--- config.mk ---
export PLATFORM = sky130hd
export DESIGN_NAME = hwc_seq_ctrl
export DESIGN_NICKNAME = d
export VERILOG_FILES = /design/src/rtl/hwc_pkg.sv /design/src/rtl/hwc_step_timer.sv /design/src/rtl/hwc_ir_fields.sv /design/src/rtl/hwc_exec_decode.sv /design/src/rtl/hwc_seq_ctrl.sv
export SDC_FILE = /design/constraint.sdc
export NUM_CORES = 1
export LEC_CHECK = 0
export ABC_AREA = 1
export ABC_CLOCK_PERIOD_IN_PS = 1300
export CORE_MARGIN = 3
export CORE_UTILIZATION = 29
export CTS_BUF_LIST = sky130_fd_sc_hd__clkbuf_8
export DETAILED_ROUTE_END_ITERATION = 6
export PLACE_DENSITY = 0.87
export SYNTH_ARGS = -nofsm -noshare
export SYNTH_HDL_FRONTEND = slang
export SYNTH_SLANG_ARGS = --single-unit
--- constraint.sdc ---
create_clock -name clk -period 1.3 [get_ports clk]
set_input_delay 0.26 -clock clk [delete_from_list [all_inputs] [get_ports clk]]
set_output_delay 0.26 -clock clk [all_outputs]
set_load 0.01 [all_outputs]
--- src/rtl/hwc_pkg.sv ---
package hwc_pkg;

  localparam int NREG = 4;

  typedef enum logic [1:0] {
    RC_HOLD = 2'd0,
    RC_INC  = 2'd1,
    RC_DEC  = 2'd2,
    RC_LOAD = 2'd3
  } regctl_e;

  typedef enum logic [1:0] {
    ALU_PASS = 2'd0,
    ALU_ADD  = 2'd1,
    ALU_INC  = 2'd2,
    ALU_DEC  = 2'd3
  } alu_e;

  typedef enum logic [3:0] {
    SRC_R1   = 4'd0,
    SRC_R2   = 4'd1,
    SRC_R3   = 4'd2,
    SRC_R4   = 4'd3,
    SRC_PC   = 4'd4,
    SRC_AR   = 4'd5,
    SRC_SP   = 4'd6,
    SRC_ZERO = 4'd7,
    SRC_MEM  = 4'd8,
    SRC_IMM  = 4'd9
  } src_e;

  localparam logic [3:0] OP_LD  = 4'd0;
  localparam logic [3:0] OP_ST  = 4'd1;
  localparam logic [3:0] OP_MOV = 4'd2;
  localparam logic [3:0] OP_ADD = 4'd3;
  localparam logic [3:0] OP_INC = 4'd4;
  localparam logic [3:0] OP_DEC = 4'd5;
  localparam logic [3:0] OP_BRA = 4'd6;
  localparam logic [3:0] OP_BNE = 4'd7;

  localparam logic [3:0] DST_PC = 4'd4;
  localparam logic [3:0] DST_AR = 4'd5;
  localparam logic [3:0] DST_SP = 4'd6;

  typedef struct packed {
    logic            ir_load;
    logic            ir_hi;
    logic            mem_rd;
    logic            mem_wr;
    logic            addr_ar;
    regctl_e         pc;
    regctl_e         ar;
    regctl_e         sp;
    logic [NREG-1:0] rf_we;
    src_e            src_a;
    src_e            src_b;
    alu_e            alu;
  } ctrl_t;

  function automatic ctrl_t f_idle();
    ctrl_t c;
    c.ir_load = 1'b0;
    c.ir_hi   = 1'b0;
    c.mem_rd  = 1'b0;
    c.mem_wr  = 1'b0;
    c.addr_ar = 1'b0;
    c.pc      = RC_HOLD;
    c.ar      = RC_HOLD;
    c.sp      = RC_HOLD;
    c.rf_we   = '0;
    c.src_a   = SRC_ZERO;
    c.src_b   = SRC_ZERO;
    c.alu     = ALU_PASS;
    return c;
  endfunction

  // 4-bit register field to operand source; codes above SP read zero
  function automatic src_e f_src_of_code(input logic [3:0] code);
    if (code < 4'd7) return src_e'(code);
    return SRC_ZERO;
  endfunction

  function automatic logic [NREG-1:0] f_onehot(input logic [1:0] idx);
    return NREG'(1) << idx;
  endfunction

  function automatic alu_e f_alu_of_op(input logic [3:0] op);
    case (op)
      OP_ADD:  return ALU_ADD;
      OP_INC:  return ALU_INC;
      OP_DEC:  return ALU_DEC;
      default: return ALU_PASS;
    endcase
  endfunction

  // route a register-to-register result to its destination
  function automatic ctrl_t f_route_dest(input ctrl_t c, input logic [3:0] dst);
    ctrl_t r;
    r = c;
    if (dst < 4'd4)       r.rf_we = f_onehot(dst[1:0]);
    else if (dst == DST_PC) r.pc  = RC_LOAD;
    else if (dst == DST_AR) r.ar  = RC_LOAD;
    else if (dst == DST_SP) r.sp  = RC_LOAD;
    return r;
  endfunction

endpackage

--- src/rtl/hwc_step_timer.sv ---
module hwc_step_timer #(
  parameter int STEP_W = 3
) (
  input  logic              clk,
  input  logic              rst_n,
  input  logic              last_i,
  output logic [STEP_W-1:0] step_o
);

  always_ff @(posedge clk or negedge rst_n) begin
    if (!rst_n)      step_o <= '0;
    else if (last_i) step_o <= '0;
    else             step_o <= step_o + 1'b1;
  end

endmodule

--- src/rtl/hwc_ir_fields.sv ---
module hwc_ir_fields #(
  parameter int IW = 16
) (
  input  logic [IW-1:0] ir_i,
  output logic [3:0]    op_o,
  output logic          mode_imm_o,
  output logic [1:0]    rsel_o,
  output logic [3:0]    dst_o,
  output logic [3:0]    src1_o,
  output logic [3:0]    src2_o
);

  localparam int OP_LSB   = IW - 4;
  localparam int DST_LSB  = IW - 8;
  localparam int MODE_BIT = IW - 6;
  localparam int RSEL_LSB = IW - 8;
  localparam int S1_LSB   = IW - 12;

  assign op_o       = ir_i[OP_LSB +: 4];
  assign mode_imm_o = ir_i[MODE_BIT];
  assign rsel_o     = ir_i[RSEL_LSB +: 2];
  assign dst_o      = ir_i[DST_LSB +: 4];
  assign src1_o     = ir_i[S1_LSB +: 4];
  assign src2_o     = ir_i[3:0];

endmodule

--- src/rtl/hwc_exec_decode.sv ---
module hwc_exec_decode
  import hwc_pkg::*;
(
  input  logic [3:0] op_i,
  input  logic       mode_imm_i,
  input  logic [1:0] rsel_i,
  input  logic [3:0] dst_i,
  input  logic [3:0] src1_i,
  input  logic [3:0] src2_i,
  input  logic       zero_i,
  output ctrl_t      ctrl_o
);

  logic bne_taken;
  assign bne_taken = (op_i == OP_BNE) && !zero_i;

  always_comb begin
    ctrl_o = f_idle();
    case (op_i)
      OP_LD: begin
        ctrl_o.rf_we = f_onehot(rsel_i);
        ctrl_o.alu   = ALU_PASS;
        if (mode_imm_i) begin
          ctrl_o.src_a = SRC_IMM;
        end else begin
          ctrl_o.src_a   = SRC_MEM;
          ctrl_o.mem_rd  = 1'b1;
          ctrl_o.addr_ar = 1'b1;
        end
      end
      OP_ST: begin
        if (!mode_imm_i) begin
          ctrl_o.mem_wr  = 1'b1;
          ctrl_o.addr_ar = 1'b1;
          ctrl_o.src_a   = src_e'({2'b00, rsel_i});
          ctrl_o.alu     = ALU_PASS;
        end
      end
      OP_MOV, OP_ADD, OP_INC, OP_DEC: begin
        ctrl_o.src_a = f_src_of_code(src1_i);
        if (op_i == OP_ADD) ctrl_o.src_b = f_src_of_code(src2_i);
        ctrl_o.alu = f_alu_of_op(op_i);
        ctrl_o     = f_route_dest(ctrl_o, dst_i);
      end
      OP_BRA, OP_BNE: begin
        if (op_i == OP_BRA || bne_taken) begin
          ctrl_o.pc    = RC_LOAD;
          ctrl_o.src_a = SRC_IMM;
          ctrl_o.alu   = ALU_PASS;
        end
      end
      default: ctrl_o = f_idle();
    endcase
  end

endmodule

--- src/rtl/hwc_seq_ctrl.sv ---
module hwc_seq_ctrl
  import hwc_pkg::*;
#(
  parameter int STEP_W = 3,
  parameter int IW     = 16
) (
  input  logic              clk,
  input  logic              rst_n,
  input  logic [IW-1:0]     ir,
  input  logic              zero_flag,
  output logic [STEP_W-1:0] step,
  output logic              ir_load,
  output logic              ir_hi,
  output logic              mem_rd,
  output logic              mem_wr,
  output logic              addr_sel,
  output logic [1:0]        pc_ctl,
  output logic [1:0]        ar_ctl,
  output logic [1:0]        sp_ctl,
  output logic [NREG-1:0]   rf_we,
  output logic [3:0]        src_a,
  output logic [3:0]        src_b,
  output logic [1:0]        alu_fn
);

  localparam logic [STEP_W-1:0] ST_FETCH_LO = STEP_W'(0);
  localparam logic [STEP_W-1:0] ST_FETCH_HI = STEP_W'(1);
  localparam logic [STEP_W-1:0] ST_EXEC     = STEP_W'(2);

  // named step events
  logic ev_fetch_lo, ev_fetch_hi, ev_exec, ev_last;
  logic [3:0] f_op, f_dst, f_s1, f_s2;
  logic [1:0] f_rsel;
  logic       f_imm;
  ctrl_t      exec_ctrl, ctrl;

  hwc_step_timer #(.STEP_W(STEP_W)) u_timer (
    .clk    (clk),
    .rst_n  (rst_n),
    .last_i (ev_last),
    .step_o (step)
  );

  assign ev_fetch_lo = (step == ST_FETCH_LO);
  assign ev_fetch_hi = (step == ST_FETCH_HI);
  assign ev_exec     = (step == ST_EXEC);
  // execute step, or any unused count, ends the instruction
  assign ev_last     = (step >= ST_EXEC);

  hwc_ir_fields #(.IW(IW)) u_fields (
    .ir_i       (ir),
    .op_o       (f_op),
    .mode_imm_o (f_imm),
    .rsel_o     (f_rsel),
    .dst_o      (f_dst),
    .src1_o     (f_s1),
    .src2_o     (f_s2)
  );

  hwc_exec_decode u_exec (
    .op_i       (f_op),
    .mode_imm_i (f_imm),
    .rsel_i     (f_rsel),
    .dst_i      (f_dst),
    .src1_i     (f_s1),
    .src2_i     (f_s2),
    .zero_i     (zero_flag),
    .ctrl_o     (exec_ctrl)
  );

  always_comb begin
    ctrl = f_idle();
    if (rst_n) begin
      if (ev_fetch_lo || ev_fetch_hi) begin
        ctrl.ir_load = 1'b1;
        ctrl.ir_hi   = ev_fetch_hi;
        ctrl.mem_rd  = 1'b1;
        ctrl.addr_ar = 1'b0;
        ctrl.pc      = RC_INC;
      end else if (ev_exec) begin
        ctrl = exec_ctrl;
      end
    end
  end

  assign ir_load  = ctrl.ir_load;
  assign ir_hi    = ctrl.ir_hi;
  assign mem_rd   = ctrl.mem_rd;
  assign mem_wr   = ctrl.mem_wr;
  assign addr_sel = ctrl.addr_ar;
  assign pc_ctl   = ctrl.pc;
  assign ar_ctl   = ctrl.ar;
  assign sp_ctl   = ctrl.sp;
  assign rf_we    = ctrl.rf_we;
  assign src_a    = ctrl.src_a;
  assign src_b    = ctrl.src_b;
  assign alu_fn   = ctrl.alu;

endmodule

Yosys cells after proc, flatten, opt, wreduce, memory -nomap -nowiden. Cells that the tools add are included.

Register bits: 3. Word-level logic and storage cells: 67. Output and inout port bits: 28. Input port bits: 19.

Eq/ne operators: 12. Shifts and indexed selects: 1. Reduce and logical (&&, ||, !) cells: 8. Muxes and demuxes: 40. Add/subtract/negate cells: 1. $lt $le $gt $ge: 4.

Operators with widths (number): 4-bit two-way mux (10); 4-bit by 3-bit == test with 1-bit output (second input constant) (7); 25-bit two-way mux (1); 23-bit two-way mux (1); 18-bit two-way mux (1); 4-bit one-hot mux with 4 select lines (1); 2-bit two-way mux (7); 4-bit by 3-bit less-than comparator with 1-bit output (second input constant) (3); 3-bit two-way mux (4); 1-bit two-way mux (10); 4-bit by 2-bit == test with 1-bit output (second input constant) (2); 4-bit one-hot mux with 2 select lines (1); 6-bit two-way mux (1); 2-bit one-hot mux with 3 select lines (1); 4-bit by 1-bit == test with 1-bit output (second input constant) (1); 4-bit logical NOT (1); 2-bit one-hot mux with 2 select lines (1); 4-bit OR reduction (1); 1-bit by 2-bit left shift with 4-bit output (first input constant) (1); 3-bit by 1-bit adder with 3-bit output (second input constant) (1); 3-bit by 1-bit == test with 1-bit output (second input constant) (1); 3-bit by 2-bit == test with 1-bit output (second input constant) (1); 3-bit by 2-bit greater-or-equal comparator with 1-bit output (second input constant) (1); 3-bit logical NOT (1); other kinds (5) (6).

Depth between registers and ports, before layout.
Word-level depth: 10. Gate-level depth with buffers: 7. Mapped depth without buffers: 7.

Modules after synthesis. A second synthesis with hierarchy kept.

Cell total of the unflattened synthesis: 186. Area, all modules: 1052.3 um^2.

Modules (own cells, without submodules): hwc_exec_decode (sequential area each 0.0 um^2, times used 1, area each 442.9 um^2, cells each 91); hwc_seq_ctrl (sequential area each 0.0 um^2, times used 1, area each 346.6 um^2, cells each 64); hwc_ir_fields (sequential area each 0.0 um^2, times used 1, area each 142.6 um^2, cells each 19); hwc_step_timer (sequential area each 75.1 um^2, times used 1, area each 120.1 um^2, cells each 12).

Worst setup path before layout. Ideal clock, no wire load.

Kind: flip-flop to output port. From: register u_timer.step_o[0]. To: output port ar_ctl[1]. Path slack: -343 ps. Data required time: 1040 ps. Buffers on the path: 1. Arrival time: 1383 ps. Stages on the path, launching flop included: 8. Cells stage by stage: dfrtp_1 -> inv_1 -> ha_1 -> nand3_2 -> nor2_4 -> nand3_1 -> nor2_1 -> buf_4.

Cells in the longest elaborated chain, start to end: 4.

Ends and longest elaborated chain: start, declared (line hwc_step_timer.sv:7) `output logic [STEP_W-1:0] step_o`; start signal, assigned (line hwc_step_timer.sv:13) `else step_o <= step_o + 1'b1;`; 3-bit by 2-bit == test with 1-bit output (tied with other cells) (line hwc_seq_ctrl.sv:46) `assign ev_exec = (step == ST_EXEC);`; 23-bit two-way mux or 1-bit logical OR (tied branches) (line hwc_seq_ctrl.sv:80, hwc_seq_ctrl.sv:74); 18-bit two-way mux * (line hwc_seq_ctrl.sv:74) `if (ev_fetch_lo || ev_fetch_hi) begin`; 25-bit two-way mux * (line hwc_seq_ctrl.sv:73) `if (rst_n) begin`; end, declared (line hwc_seq_ctrl.sv:18) `output logic [1:0] ar_ctl,`.

Every way passes the cells marked *; elsewhere a longest branch is shown, timed or not.

Final worst setup path.
From: register u_timer.step_o[0]. To: output port src_a[0].

Cells in the longest elaborated chain, start to end: 4.

Ends and longest elaborated chain: 3-bit by 2-bit == test with 1-bit output (tied with other cells) (line hwc_seq_ctrl.sv:46); 23-bit two-way mux or 1-bit logical OR (tied branches) (line hwc_seq_ctrl.sv:80, hwc_seq_ctrl.sv:74); 18-bit two-way mux * (line hwc_seq_ctrl.sv:74); 25-bit two-way mux * (line hwc_seq_ctrl.sv:73); end, declared (line hwc_seq_ctrl.sv:21) `output logic [3:0] src_a,`.

Marks and branches as above.

==> flow_metrics.env <==
export IMPL_antenna_found_initial=0
export IMPL_cts_made_buffers=3
export IMPL_finClkSkew_ns=0.00163
export IMPL_rows=15
export IMPL_yosys_area_top_type_share_pct=13.6
export IMPL_clk_pin_slew_ns=0.03
export IMPL_top_layer_used="met4"
export IMPL_ys_seq_area_share_pct=13.6
export IMPL_viasPerCell=5.04
export IMPL_startpoint_type="flip-flop"
export IMPL_synth_compound_area_share_pct=10.0
export IMPL_ys_ff_latch=3
export IMPL_grt_setup_unrepaired="true"
export IMPL_layout_min_cycle_time_ns=1.86
export IMPL_worstPathRequired_ns=1.04
export IMPL_final_cell_mix="buf_4 (23), inv_1 (18), buf_2 (15)"
export IMPL_grt_pass1_vias=989
export IMPL_avgSynthCellArea_sq_um=5.51
export IMPL_max_freq_mhz=537
export IMPL_place_congestion=0.846
export IMPL_core_sq_um=1760
export IMPL_largest_reg_flops=3
export IMPL_crit_type="reg -> out"
export IMPL_drive_above_1_share_pct=56.3
export IMPL_peakVddDrop_mv=0.667
export IMPL_p_leak_nw=0.668
export IMPL_grt_ovfl_total=0
export IMPL_cp_max_fo=4
export IMPL_drt_iter0_drc=26
export IMPL_yosysWarnings=0
export IMPL_placed_area_sq_um=1220
export IMPL_synth_top_family_by_area="simple AND/OR/NAND/NOR gates"
export IMPL_numPortBuffers=45
export IMPL_fin_area_sq_um=1420
export IMPL_worst_skew_pair_late_latency_ns=0.22
export IMPL_setup_viol=24
export IMPL_wl_met3_microns=176
export IMPL_holdWs_ns=0.151
export IMPL_synthSimpleGateAreaFrac_pct=50.5
export IMPL_final_hold_viol_count=0
export IMPL_report_final_slew_viol_count=0
export IMPL_yosysTopAreaCell="dfrtp_1"
export IMPL_post_route_util_pct=80.2
export IMPL_seqCellArea_sq_um=75.1
export IMPL_met1_length_mm=1.07
export IMPL_hpwl_mm=1.83
export IMPL_violations="negative setup slack"
export IMPL_synth_area_leaders="dfrtp_1 (14%), inv_1 (14%), nor2_1 (12%)"
export IMPL_wl_met2_mm=1.62
export IMPL_drtPass1Iterations=4
export IMPL_cap_violations=0
export IMPL_synth_xor_area_share_pct=0
export IMPL_multi_input_area_sq_um=571
export IMPL_diodes=0
export IMPL_top_register="u_timer.step_o"
export IMPL_num_fill_cells=114
export IMPL_stdcell_count=199
export IMPL_grt_use_total_pct=23.2
export IMPL_routed_wl_mm=2.93
export IMPL_final_common_cell="buf_4"
export IMPL_floorplan_die_area_sq_um=2460
export IMPL_p_per_area_nw_per_um2=395
export IMPL_muxShareOfSynthArea_pct=0
export IMPL_vias=1003
export IMPL_outcome="finished, violations left"
export IMPL_die_h_microns=49.6
export IMPL_setup_slack_ns=-0.563
export IMPL_cts_htree_levels=1
export IMPL_synth_cell_type_count=17
export IMPL_nets=197
export IMPL_grt_start_max_net_pins=7
export IMPL_syn_to_final_growth_pct=157
export IMPL_io_pins=47
export IMPL_ff2ff_setup_slack_ns=0.07
export IMPL_syn_area_sq_um=551
export IMPL_drtAntennaViolNets=0
export IMPL_numPlacedInstances=189
export IMPL_syn_inst=100
export IMPL_crit_path_end_kind="primary output"
export IMPL_finalCritPeriodShare_pct=143
export IMPL_wire_per_inst_microns=14.7
export IMPL_cts_sinks=3
export IMPL_cts_max_path_buffers=2
export IMPL_top_regs="u_timer.step_o x3"
export IMPL_die_w_microns=49.6
export IMPL_dp_slack_ns=-0.906
export IMPL_ctsRootBufferMaster="clkbuf_8"
export IMPL_worst_ep_arrival_time_ns=1.60
export IMPL_drc=0
export IMPL_start_util_pct=31.2
export IMPL_grt_first_pass_wirelength_mm=4.40
export IMPL_synth_nets=122
export IMPL_synth_adder_area_share_pct=6.82
export IMPL_cts_tree="yes"
export IMPL_hold_class="in -> async"
## critical path, stage by stage (launching register included)
cell	delay, ns
dfrtp_1	0.37
inv_1	0.06
ha_2	0.20
nand3_4	0.08
nor2_4	0.12
buf_6	0.14
nand2_8	0.06
nor2_2	0.09
nand3_1	0.09
buf_2	0.16
## metal layers
layer,global-route usage (%),up-vias
li1,-,458
met1,20.9,479
met2,47.1,60
met3,4.53,6
met4,12.0,0
met5,0,-
## timing repair
| item | 4_1_cts | 5_1_grt |
|---|---|---|
| pin swaps | 13 | 7 |
| hold buffers | 0 | 0 |
| buffers inserted | 5 | 2 |
| endpoints found under the setup margin | 27 | 27 |
| hold endpoints to repair | 0 | 0 |
| resized for setup | 145 | 14 |
## final timing paths
path,cells after the start,from,to
max,9,u_timer.step_o[0]$_DFF_PN0_,src_a[0]
min,2,rst_n,u_timer.step_o[1]$_DFF_PN0_
max reg2reg,6,u_timer.step_o[1]$_DFF_PN0_,u_timer.step_o[2]$_DFF_PN0_
min reg2reg,2,u_timer.step_o[0]$_DFF_PN0_,u_timer.step_o[0]$_DFF_PN0_
max in group asynchronous,2,rst_n,u_timer.step_o[0]$_DFF_PN0_
min in group clk,2,u_timer.step_o[0]$_DFF_PN0_,u_timer.step_o[0]$_DFF_PN0_
## layout make-up
| cell class | instances | share of cell area (%) |
|---|---|---|
| inverter | 21 | 5.92 |
| sequential | 3 | 5.31 |
| timing repair buffer | 73 | 43.1 |
| clock inverter | 1 | 0.265 |
| multi-input combinational | 73 | 40.3 |
| clock buffer | 3 | 2.92 |
| tap | 25 | 2.21 |
## Yosys cell counts, drive strengths merged
| master | instances |
|---|---|
| a21oi | 5 |
| and2 | 1 |
| buf | 3 |
| conb | 1 |
| dfrtp | 3 |
| ha | 3 |
| inv | 21 |
| nand2 | 17 |
| nand3 | 13 |
| nand4 | 5 |
| nor2 | 22 |
| o21ai | 6 |
## cell families (layout without fill, tap and decap cells)
family	Yosys count	after routing
flip-flops	3	3
buffers and inverters	24	98
other	1	1
AO/OA/AOI/OAI	11	11
AND/OR/NAND/NOR	58	58
adder cells (fa/ha/maj)	3	3
## stage by stage
| stage | TNS, ns | power, mW |
|---|---|---|
| after floorplan | -2.94 | 0.146 |
| after global placement | -18.92 | 0.261 |
| after detailed placement | -19.80 | 0.267 |
| after CTS | -9.62 | 0.552 |
| after global routing | -11.64 | 0.595 |
| final | -10.57 | 0.560 |
## where the power goes
| group | internal (mW) | total (mW) | switching [mW] |
|---|---|---|---|
| logic | 0.0978 | 0.199 | 0.101 |
| registers | 0.0940 | 0.0940 | 0 |
| clock network | 0.201 | 0.267 | 0.0654 |
Power figures use the tool's default switching activity.
